<file path="config.mk">
export PLATFORM = sky130hd
export DESIGN_NAME = gcr_hdr_decoder
export DESIGN_NICKNAME = d
export VERILOG_FILES = /design/src/rtl/gcr_hdr_pkg.sv /design/src/rtl/gcr_code_rom.sv /design/src/rtl/gcr_hdr_fields.sv /design/src/rtl/gcr_hdr_fsm.sv /design/src/rtl/gcr_hdr_decoder.sv
export SDC_FILE = /design/constraint.sdc
export NUM_CORES = 1
export LEC_CHECK = 0
export BUFFER_PORTS_ARGS = -buffer_cell sky130_fd_sc_hd__buf_4
export CAP_MARGIN = 30
export CORE_UTILIZATION = 47
export DETAILED_ROUTE_END_ITERATION = 12
export PLACE_DENSITY_LB_ADDON = 0.15
export SKIP_LAST_GASP = 1
export SLEW_MARGIN = 15
export SYNTH_ARGS = -nofsm -noshare
export SYNTH_HDL_FRONTEND = slang
export SYNTH_SLANG_ARGS = --single-unit
export TNS_END_PERCENT = 10
</file>
<file path="constraint.sdc">
create_clock -name clk -period 1.8 [get_ports clk]
set_input_delay 0.18 -clock clk [delete_from_list [all_inputs] [get_ports clk]]
set_output_delay 0.18 -clock clk [all_outputs]
set_load 0.005 [all_outputs]
</file>
<file path="src/rtl/gcr_hdr_pkg.sv">
package gcr_hdr_pkg;

  localparam int CODE_W  = 8;
  localparam int VAL_W   = 6;
  localparam int BODY_N  = 5;
  localparam int TRK_W   = VAL_W + 2;
  localparam int IDX_W   = $clog2(BODY_N);
  localparam int SIDE_B  = 5;

  // byte values excluded from the code set regardless of bit pattern
  localparam logic [CODE_W-1:0] RSV_LO = 8'hAA;
  localparam logic [CODE_W-1:0] RSV_HI = 8'hD5;

  typedef enum logic [2:0] {
    ST_HUNT,
    ST_SYNC1,
    ST_SYNC2,
    ST_BODY,
    ST_END1,
    ST_END2
  } hdr_state_t;

  function automatic logic code_legal(input logic [CODE_W-1:0] c);
    int zeros;
    int ones;
    zeros = 0;
    ones  = 0;
    for (int j = 0; j < CODE_W - 1; j++) begin
      if (!c[j] && !c[j+1]) zeros++;
    end
    for (int j = 0; j < CODE_W - 2; j++) begin
      if (c[j] && c[j+1]) ones++;
    end
    return c[CODE_W-1] && (zeros <= 1) && (ones >= 1) &&
           (c != RSV_LO) && (c != RSV_HI);
  endfunction

  function automatic int code_rank(input logic [CODE_W-1:0] c);
    int r;
    r = 0;
    for (int k = 0; k < (1 << CODE_W); k++) begin
      if (k < int'(c) && code_legal(CODE_W'(k))) r++;
    end
    return r;
  endfunction

endpackage

</file>
<file path="src/rtl/gcr_code_rom.sv">
module gcr_code_rom
  import gcr_hdr_pkg::*;
(
  input  logic [CODE_W-1:0] code,
  output logic              ok,
  output logic [VAL_W-1:0]  val
);

  localparam int ENTRIES = 1 << CODE_W;

  logic [ENTRIES-1:0] ok_tbl;
  logic [VAL_W-1:0]   val_tbl [ENTRIES];

  generate
    for (genvar g = 0; g < ENTRIES; g++) begin : g_ent
      localparam logic             LEG = code_legal(CODE_W'(g));
      localparam logic [VAL_W-1:0] RNK = VAL_W'(code_rank(CODE_W'(g)));
      assign ok_tbl[g]  = LEG;
      assign val_tbl[g] = LEG ? RNK : '0;
    end
  endgenerate

  assign ok  = ok_tbl[code];
  assign val = val_tbl[code];

  // any code the table accepts must carry the sync bit and avoid the reserved values
  always_comb begin
    if (ok) begin
      a_r5_code_msb: assert (code[CODE_W-1]);
      a_r5_not_reserved: assert (code != RSV_LO && code != RSV_HI);
    end
  end

endmodule

</file>
<file path="src/rtl/gcr_hdr_fields.sv">
module gcr_hdr_fields
  import gcr_hdr_pkg::*;
(
  input  logic             clk,
  input  logic             rst_n,
  input  logic             clr,
  input  logic             wr,
  input  logic [IDX_W-1:0] idx,
  input  logic [VAL_W-1:0] val,
  output logic [TRK_W-1:0] track,
  output logic [VAL_W-1:0] sector,
  output logic             side,
  output logic             sum_ok
);

  logic [VAL_W-1:0] acc;
  logic [VAL_W-1:0] trk_lo;
  logic [1:0]       trk_hi;
  logic [VAL_W-1:0] sec_q;
  logic             side_q;

  always_ff @(posedge clk or negedge rst_n) begin
    if (!rst_n) begin
      acc <= '0;
    end else if (clr) begin
      acc <= '0;
    end else if (wr) begin
      acc <= acc ^ val;
    end
  end

  always_ff @(posedge clk or negedge rst_n) begin
    if (!rst_n) begin
      trk_lo <= '0;
      trk_hi <= '0;
      sec_q  <= '0;
      side_q <= 1'b0;
    end else if (wr) begin
      case (idx)
        IDX_W'(0): trk_lo <= val;
        IDX_W'(1): sec_q  <= val;
        IDX_W'(2): begin
          trk_hi <= val[1:0];
          side_q <= val[SIDE_B];
        end
        default: ;
      endcase
    end
  end

  assign track  = {trk_hi, trk_lo};
  assign sector = sec_q;
  assign side   = side_q;
  assign sum_ok = (acc == '0);

endmodule

</file>
<file path="src/rtl/gcr_hdr_fsm.sv">
module gcr_hdr_fsm
  import gcr_hdr_pkg::*;
#(
  parameter logic [CODE_W-1:0] SYNC_A = 8'hD5,
  parameter logic [CODE_W-1:0] SYNC_B = 8'hAA,
  parameter logic [CODE_W-1:0] SYNC_C = 8'h96,
  parameter logic [CODE_W-1:0] END_A  = 8'hDE,
  parameter logic [CODE_W-1:0] END_B  = 8'hAA
) (
  input  logic              clk,
  input  logic              rst_n,
  input  logic              take,
  input  logic [CODE_W-1:0] byte_in,
  input  logic              code_ok,
  input  logic              sum_ok,
  input  logic              res_ready,
  output logic              res_valid,
  output logic              res_err,
  output logic              fld_clr,
  output logic              fld_wr,
  output logic [IDX_W-1:0]  fld_idx
);

  localparam logic [IDX_W-1:0] LAST_IDX = IDX_W'(BODY_N - 1);

  hdr_state_t       st, st_n;
  logic [IDX_W-1:0] cnt;
  logic             emit, emit_err;

  always_comb begin
    st_n     = st;
    emit     = 1'b0;
    emit_err = 1'b0;
    fld_clr  = 1'b0;
    fld_wr   = 1'b0;
    if (take) begin
      case (st)
        ST_HUNT: begin
          if (byte_in == SYNC_A) st_n = ST_SYNC1;
        end
        ST_SYNC1: begin
          if (byte_in == SYNC_B)      st_n = ST_SYNC2;
          else if (byte_in == SYNC_A) st_n = ST_SYNC1;
          else                        st_n = ST_HUNT;
        end
        ST_SYNC2: begin
          if (byte_in == SYNC_C) begin
            st_n    = ST_BODY;
            fld_clr = 1'b1;
          end else if (byte_in == SYNC_A) begin
            st_n = ST_SYNC1;
          end else begin
            st_n = ST_HUNT;
          end
        end
        ST_BODY: begin
          if (!code_ok) begin
            st_n     = ST_HUNT;
            emit     = 1'b1;
            emit_err = 1'b1;
          end else begin
            fld_wr = 1'b1;
            if (cnt == LAST_IDX) st_n = ST_END1;
          end
        end
        ST_END1: begin
          if (byte_in == END_A) begin
            st_n = ST_END2;
          end else begin
            st_n     = ST_HUNT;
            emit     = 1'b1;
            emit_err = 1'b1;
          end
        end
        ST_END2: begin
          st_n     = ST_HUNT;
          emit     = 1'b1;
          emit_err = (byte_in != END_B) || !sum_ok;
        end
        default: st_n = ST_HUNT;
      endcase
    end
  end

  assign fld_idx = cnt;

  always_ff @(posedge clk or negedge rst_n) begin
    if (!rst_n) begin
      st  <= ST_HUNT;
      cnt <= '0;
    end else begin
      st <= st_n;
      if (fld_clr)     cnt <= '0;
      else if (fld_wr) cnt <= cnt + IDX_W'(1);
    end
  end

  always_ff @(posedge clk or negedge rst_n) begin
    if (!rst_n) begin
      res_valid <= 1'b0;
      res_err   <= 1'b0;
    end else if (emit) begin
      res_valid <= 1'b1;
      res_err   <= emit_err;
    end else if (res_ready) begin
      res_valid <= 1'b0;
    end
  end

  // a held result does not change until consumed
  a_r2_hold: assert property (@(posedge clk) disable iff (!rst_n)
    res_valid && !res_ready |=> res_valid && $stable(res_err));

  // a new result always follows a byte taken on the previous edge
  a_r10_cause: assert property (@(posedge clk) disable iff (!rst_n)
    $rose(res_valid) |-> $past(take));

  // the body is entered only through the last sync byte
  a_r3_body_entry: assert property (@(posedge clk) disable iff (!rst_n)
    (st == ST_BODY && $past(st) != ST_BODY) |-> $past(take && byte_in == SYNC_C));

  // an illegal body code yields an error result on the next cycle
  a_r6_illegal: assert property (@(posedge clk) disable iff (!rst_n)
    take && st == ST_BODY && !code_ok |=> res_valid && res_err);

  // a wrong first closing byte yields an error result
  a_r8_end_mark: assert property (@(posedge clk) disable iff (!rst_n)
    take && st == ST_END1 && byte_in != END_A |=> res_valid && res_err);

  // with correct closing bytes the error flag follows the checksum
  a_r7_checksum: assert property (@(posedge clk) disable iff (!rst_n)
    take && st == ST_END2 && byte_in == END_B |=> res_valid && (res_err != $past(sum_ok)));

endmodule

</file>
<file path="src/rtl/gcr_hdr_decoder.sv">
module gcr_hdr_decoder
  import gcr_hdr_pkg::*;
#(
  parameter logic [CODE_W-1:0] SYNC_A = 8'hD5,
  parameter logic [CODE_W-1:0] SYNC_B = 8'hAA,
  parameter logic [CODE_W-1:0] SYNC_C = 8'h96,
  parameter logic [CODE_W-1:0] END_A  = 8'hDE,
  parameter logic [CODE_W-1:0] END_B  = 8'hAA
) (
  input  logic              clk,
  input  logic              rst_n,
  input  logic              in_valid,
  output logic              in_ready,
  input  logic [CODE_W-1:0] in_byte,
  output logic              res_valid,
  input  logic              res_ready,
  output logic [TRK_W-1:0]  res_track,
  output logic [VAL_W-1:0]  res_sector,
  output logic              res_side,
  output logic              res_err
);

  logic             take;
  logic             code_ok;
  logic [VAL_W-1:0] code_val;
  logic             sum_ok;
  logic             fld_clr, fld_wr;
  logic [IDX_W-1:0] fld_idx;

  assign in_ready = !res_valid;
  assign take     = in_valid && in_ready;

  gcr_code_rom u_rom (
    .code (in_byte),
    .ok   (code_ok),
    .val  (code_val)
  );

  gcr_hdr_fsm #(
    .SYNC_A (SYNC_A),
    .SYNC_B (SYNC_B),
    .SYNC_C (SYNC_C),
    .END_A  (END_A),
    .END_B  (END_B)
  ) u_fsm (
    .clk       (clk),
    .rst_n     (rst_n),
    .take      (take),
    .byte_in   (in_byte),
    .code_ok   (code_ok),
    .sum_ok    (sum_ok),
    .res_ready (res_ready),
    .res_valid (res_valid),
    .res_err   (res_err),
    .fld_clr   (fld_clr),
    .fld_wr    (fld_wr),
    .fld_idx   (fld_idx)
  );

  gcr_hdr_fields u_fields (
    .clk    (clk),
    .rst_n  (rst_n),
    .clr    (fld_clr),
    .wr     (fld_wr),
    .idx    (fld_idx),
    .val    (code_val),
    .track  (res_track),
    .sector (res_sector),
    .side   (res_side),
    .sum_ok (sum_ok)
  );

  // fields of a pending result stay put until it is consumed
  a_r2_fields_hold: assert property (@(posedge clk) disable iff (!rst_n)
    res_valid && !res_ready |=> $stable(res_track) && $stable(res_sector) && $stable(res_side));

endmodule

</file>
[Word-level counts from Yosys, hierarchy flattened]
Memories as Yosys holds them, arrays and structs flattened.
Cells that the tools add are included.
Storage, ports and cells
  register bits: 29
  ROM bits: 1792
  output and inout bits: 18
  logic and storage cells: 73
  memories kept: 2
Memory list
  (no name shown): depth 256, width 6, rd ports 1, clocked after Yosys merged registers in 0, write ports 0, RTL line gcr_code_rom.sv:24  | assign val = val_tbl[code];
  (no name shown): depth 256, width 1, rd ports 1, clocked after Yosys merged registers in 0, write ports 0, RTL line gcr_code_rom.sv:23  | assign ok = ok_tbl[code];
Operators by class
  add/subtract/negate cells: 1
  order comparisons: 2
  equal/unequal tests: 15
  muxes and demuxes: 29
  bitwise logic cells: 2
  reduce and logical (&&, ||, !) cells: 13
Operators with widths (number)
  8-bit == test (second input constant): 4
  3-bit two-way mux: 8
  6-bit two-way mux: 4
  3-bit case mux with 5 select lines: 1
  1-bit two-way mux: 14
  3-bit by 2-bit == test with 1-bit output (second input constant): 3
  3-bit == test (second input constant): 3
  9-bit greater-or-equal comparator (second input constant): 1
  8-bit by 9-bit < comparator with 1-bit output (second input constant): 1
  8-bit inverter with 9-bit output: 1
  8-bit inequality test (second input constant): 1
  3-bit by 1-bit == test with 1-bit output (second input constant): 2
  3-bit zero test: 2
  6-bit zero test: 1
  1-bit case mux with 3 select lines: 2
  2-bit AND reduction: 3
  6-bit XOR: 1
  2-bit nonzero test: 2
  3-bit by 1-bit adder with 3-bit output (second input constant): 1
  3-bit inequality test (second input constant): 1
  3-bit AND reduction: 1
  1-bit zero test: 2
  2-bit by 1-bit inequality test with 1-bit output (second input constant): 1
  1-bit logical AND: 1
  1-bit logical OR: 1

[Longest topological paths before layout]
  depth in word-level cells: 7
  mapped depth: 10

[By module]
Synthesis repeated with hierarchy kept, for this count alone.
Unflattened totals
  cell total of the unflattened synthesis: 278
  area, all modules: 2529.9 µm²
Modules (own cells, without submodules)
  gcr_code_rom: times used 1, cells each 152, area an instance 983.4 µm², sequential area each 0.0 µm²
  gcr_hdr_fields: times used 1, cells each 61, area an instance 899.6 µm², sequential area each 525.5 µm²
  gcr_hdr_fsm: times used 1, cells each 63, area an instance 636.9 µm², sequential area each 200.2 µm²
  gcr_hdr_decoder: times used 1, cells each 2, area an instance 10.0 µm², sequential area each 0.0 µm²

[Worst setup path after synthesis]
Ideal clock, no wire load.
  path kind: in2reg
  start: input in_byte[0]
  end: register u_fields.trk_lo[0]
  data arrival time: 1970 ps
  setup slack: -295 ps
  stages: 9
  path buffers: 0
  cell sequence: inv_1 ha_1 nand2b_1 a311oi_2 o21ai_0 o21a_1 a21oi_4 nand3b_2 mux2_2
On the way
  longest elaborated chain between the ends: 6
  elaborated cells between the ends (all ways): 10
  those cells by class: mux (6); bitwise (1); reduce/logical (1); memory (2)
RTL lines
  start, declared: RTL line gcr_hdr_decoder.sv:14  | input logic [CODE_W-1:0] in_byte,
  memory 256 x 1 bit
  1-bit two-way mux (implied by the code): RTL line gcr_code_rom.sv:23
  1-bit two-way mux: RTL line gcr_hdr_fsm.sv:57  | if (!code_ok) begin
  1-bit two-way mux: RTL line gcr_hdr_fsm.sv:37  | case (st)
  1-bit two-way mux: RTL line gcr_hdr_fsm.sv:36  | if (take) begin
  2-bit AND reduction (no line)
  end signal, assigned: RTL line gcr_hdr_fields.sv:40  | IDX_W'(0): trk_lo <= val;
  end, declared: RTL line gcr_hdr_fields.sv:17  | logic [VAL_W-1:0] trk_lo;
Several ways; a longest one is shown, not always the timed one. The select of a mux whose other input is x is not followed.
A chain may end at the register's enable or synchronous reset.

[Worst setup path after layout]
  start: input in_byte[1]
  end: register u_fields.acc[3]
On the way
  longest elaborated chain between the ends: 7
  elaborated cells between the ends (all ways): 17
  those cells by class: eq/ne (1); mux (11); bitwise (2); reduce/logical (1); memory (2)
RTL lines
  8-bit inverter with 9-bit output (implied by the code): RTL line gcr_code_rom.sv:24
  memory 256 x 6 bit
  6-bit two-way mux (implied by the code) (2 in a row): RTL line gcr_code_rom.sv:24
  6-bit XOR: RTL line gcr_hdr_fields.sv:28  | acc <= acc ^ val;
  6-bit two-way mux: RTL line gcr_hdr_fields.sv:27  | end else if (wr) begin
  6-bit two-way mux: RTL line gcr_hdr_fields.sv:25  | end else if (clr) begin
  end signal, assigned: RTL line gcr_hdr_fields.sv:28
  end, declared: RTL line gcr_hdr_fields.sv:16  | logic [VAL_W-1:0] acc;
Several ways; a longest one is shown, not always the timed one. The select of a mux whose other input is x is not followed.

==> results_dict.tcl <==
set metrics [dict create \
    status "finished with violations" \
    violations "setup timing" \
    period_needed_ns 1.83 \
    drc_errors 0 \
    critPathMaxFanout 8 \
    netlist_instances 270 \
    synth_top_cell_area_share 0.316 \
    yosysTopAreaCell "dfrtp_1" \
    grt_pass1_vias 2251 \
    p_per_area_nw_per_um2 513 \
    slew-limit-headroom 0.641 \
    vdd_drop_max_uv 471 \
    syn-cell-area_um2 2290 \
    worst_setup_path_end_kind "flip-flop" \
    drive_above_1_share 0.390 \
    fill_cells 413 \
    clk_latency_ns 0.29 \
    ios 30 \
    cts_tree "built" \
    slowest_delay_ns 0.43 \
    area_growth_pct 42.7 \
    cts.path.max_buffers 2 \
    cp-start-kind "input pin" \
    wirelength_um 6830 \
    cp_data_arrival_time_ns 2.05 \
    place_area_um2 3070 \
    seq_area_frac_synth 0.316 \
    routedWlPerCell_um 15.7 \
    placement.io_buffers 29 \
    insertedDiodeCount 0 \
    final_common_cell "buf_4" \
    worst_pin_slew_ns 0.536 \
    yosysUniqueCellTypes 57 \
    die_h_um 71.9 \
    crit_family "compound AO/OA/AOI/OAI gates" \
    max-cap-violations 0 \
    clk_pin_slew_ns 0.07 \
    ant_nets 0 \
    crit_type "in2reg" \
    final_nets 388 \
    crit_buf_inv 3 \
    ys_ff_latch 29 \
    dr_total_vias 2461 \
    synth_edf_count 0 \
    seq_area_um2 726 \
    async_reset_ff_frac 1.00 \
    core_area_um2 4720 \
    max_freq_ghz 0.547 \
    worstPathRequired_ns 2.02 \
    h-tree-depth 2 \
    rows 25 \
    syn_avg_cell_area_um2 8.49 \
    path_cells "buf_8, inv_4, ha_4, nand2b_4, a311oi_2, o21ai_1, o21a_2, a21oi_4, buf_12, or4b_1, o21ai_1" \
    drt_iter0_markers 364 \
    grt_max_degree 30 \
    yosys_warnings 0 \
    slew_violations 0 \
    ys.flop_type "dfrtp_1" \
    antenna_found_initial 0 \
    setup_viol 3 \
    finalInstanceArea_um2 3270 \
    grt_first_pass_wirelength_um 11000 \
    multiInputGateArea_um2 1490 \
    hold_violations 0 \
    cts_buffers 5 \
    numClockSinks 29 \
    dp_hpwl_um 5180 \
    final_cell_mix "buf_4, dfrtp_1, nand2_1" \
    synthTopCellsByArea "dfrtp_1, mux2_2, ha_1, nand2_1, a21oi_1" \
    firstDrtPassIters 5 \
    grt-ovfl-total 0 \
    hold_class "in2reg" \
    synth_nets 292 \
    clock-root-buffer "clkbuf_8" \
    rsz0062_at_grt "yes" \
    die_area_um2 5160 \
    setup_ws_ns -0.0267 \
    period_share 1.01 \
    initial_core_util 0.486 \
    gp_congestion 0.936 \
    die_w_um 71.9 \
    slowest_stage "or4b_1" \
    via_per_inst 5.67 \
    power_mw 1.68 \
    cpMostUsedCell "o21ai_1" \
    grt_usage 0.279 \
    p_leak_nw 1.64 \
    fin_skew_ns 0.00692 \
]
registers in the layout (all words and copies together) (netlist names):
| signal | cells |
|---|---|
| u_fields.acc | 6 |
| u_fields.sector | 6 |
| u_fields.side | 1 |
| u_fields.trk_hi | 2 |
| u_fields.trk_lo | 6 |
| u_fsm.fld_idx | 3 |
| u_fsm.res_err | 1 |
| u_fsm.res_valid | 1 |
| u_fsm.st | 3 |
worst reg2reg max path, cell delays in order (launching register included):
cell and delay (ns):
dfrtp_1 0.38, buf_4 0.15, o41ai_1 0.55, a31o_2 0.22, mux2_2 0.33
cell type report:
type	instances	share of cell area
Sequential cell	29	0.222
Timing Repair Buffer	103	0.246
Inverter	20	0.0245
Clock inverter	3	0.00535
Clock buffer	5	0.0210
Tap cell	67	0.0256
Multi-Input combinational cell	207	0.456
kinds of logic after synthesis:
group / count (synthesis) / share of synthesized area
simple gates: 92 / 0.206
compound gates: 81 / 0.248
buf+inv: 34 / 0.0638
flops: 29 / 0.316
mux: 20 / 0.0955
fa+ha+maj: 11 / 0.0589
xor+xnor: 3 / 0.0115
worst paths after layout:
kind                                  from              end  slack (ns)  cells past startpoint
min                              res_ready  u_fsm.res_valid        0.07                      2
min in group asynchronous            rst_n      u_fsm.st[0]        0.35                      2
max                             in_byte[1]  u_fields.acc[3]       -0.03                     11
max reg2reg                    u_fsm.st[1]      u_fsm.st[1]        0.06                      4
min reg2reg                u_fields.acc[4]  u_fields.acc[4]        0.49                      1
max in group asynchronous            rst_n  u_fields.acc[4]        1.18                      2
per-layer routing:
layer | vias to the layer above | global-route usage | part of all wire
met5 | - | 0 | 0
met4 | 0 | 0.0610 | 0.012
met3 | 11 | 0.0436 | 0.064
met2 | 110 | 0.422 | 0.43
met1 | 1168 | 0.418 | 0.49
li1 | 1172 | - | -
power breakdown:
| part | internal, mW | switching [mW] | total [mW] | leakage [nW] |
|---|---|---|---|---|
| Sequential | 0.667 | 0.0174 | 0.684 | 0.372 |
| Combinational | 0.222 | 0.237 | 0.459 | 1.22 |
| Clock | 0.266 | 0.268 | 0.534 | 0.0439 |
| Total | 1.16 | 0.523 | 1.68 | 1.64 |
Yosys cell counts, drive strengths merged (5+ instances only):
cell type   n
nor2       19
nand4       5
a21oi      20
o21ai      14
buf        12
nand2b     10
nand3       7
mux2       15
mux2i       5
a211oi      5
nand2      28
ha         10
inv        19
nor2b       7
dfrtp      29
what timing repair did:
action	in CTS	in global routing
gates resized for setup	13	0
endpoints found under the setup margin	20	22
endpoints found under the hold margin	29	0
pin swaps	6	0
setup buffers	5	0
hold buffers	1	0
per-stage QoR:
stage                     TNS (ns)  hold slack, ns  worst slack (ns)  cells  utilization
after floorplan              -3.88          -0.116            -0.237    270            -
after global placement       -8.75           0.120            -0.393    420        0.650
after detailed placement    -10.20           0.122            -0.468    420        0.650
after CTS                        0          0.0756           0.00219    434        0.693
after global routing        -0.951          0.0864            -0.101    434        0.693
final                      -0.0338          0.0732           -0.0267    434        0.693
Power figures use the tool's default switching activity.
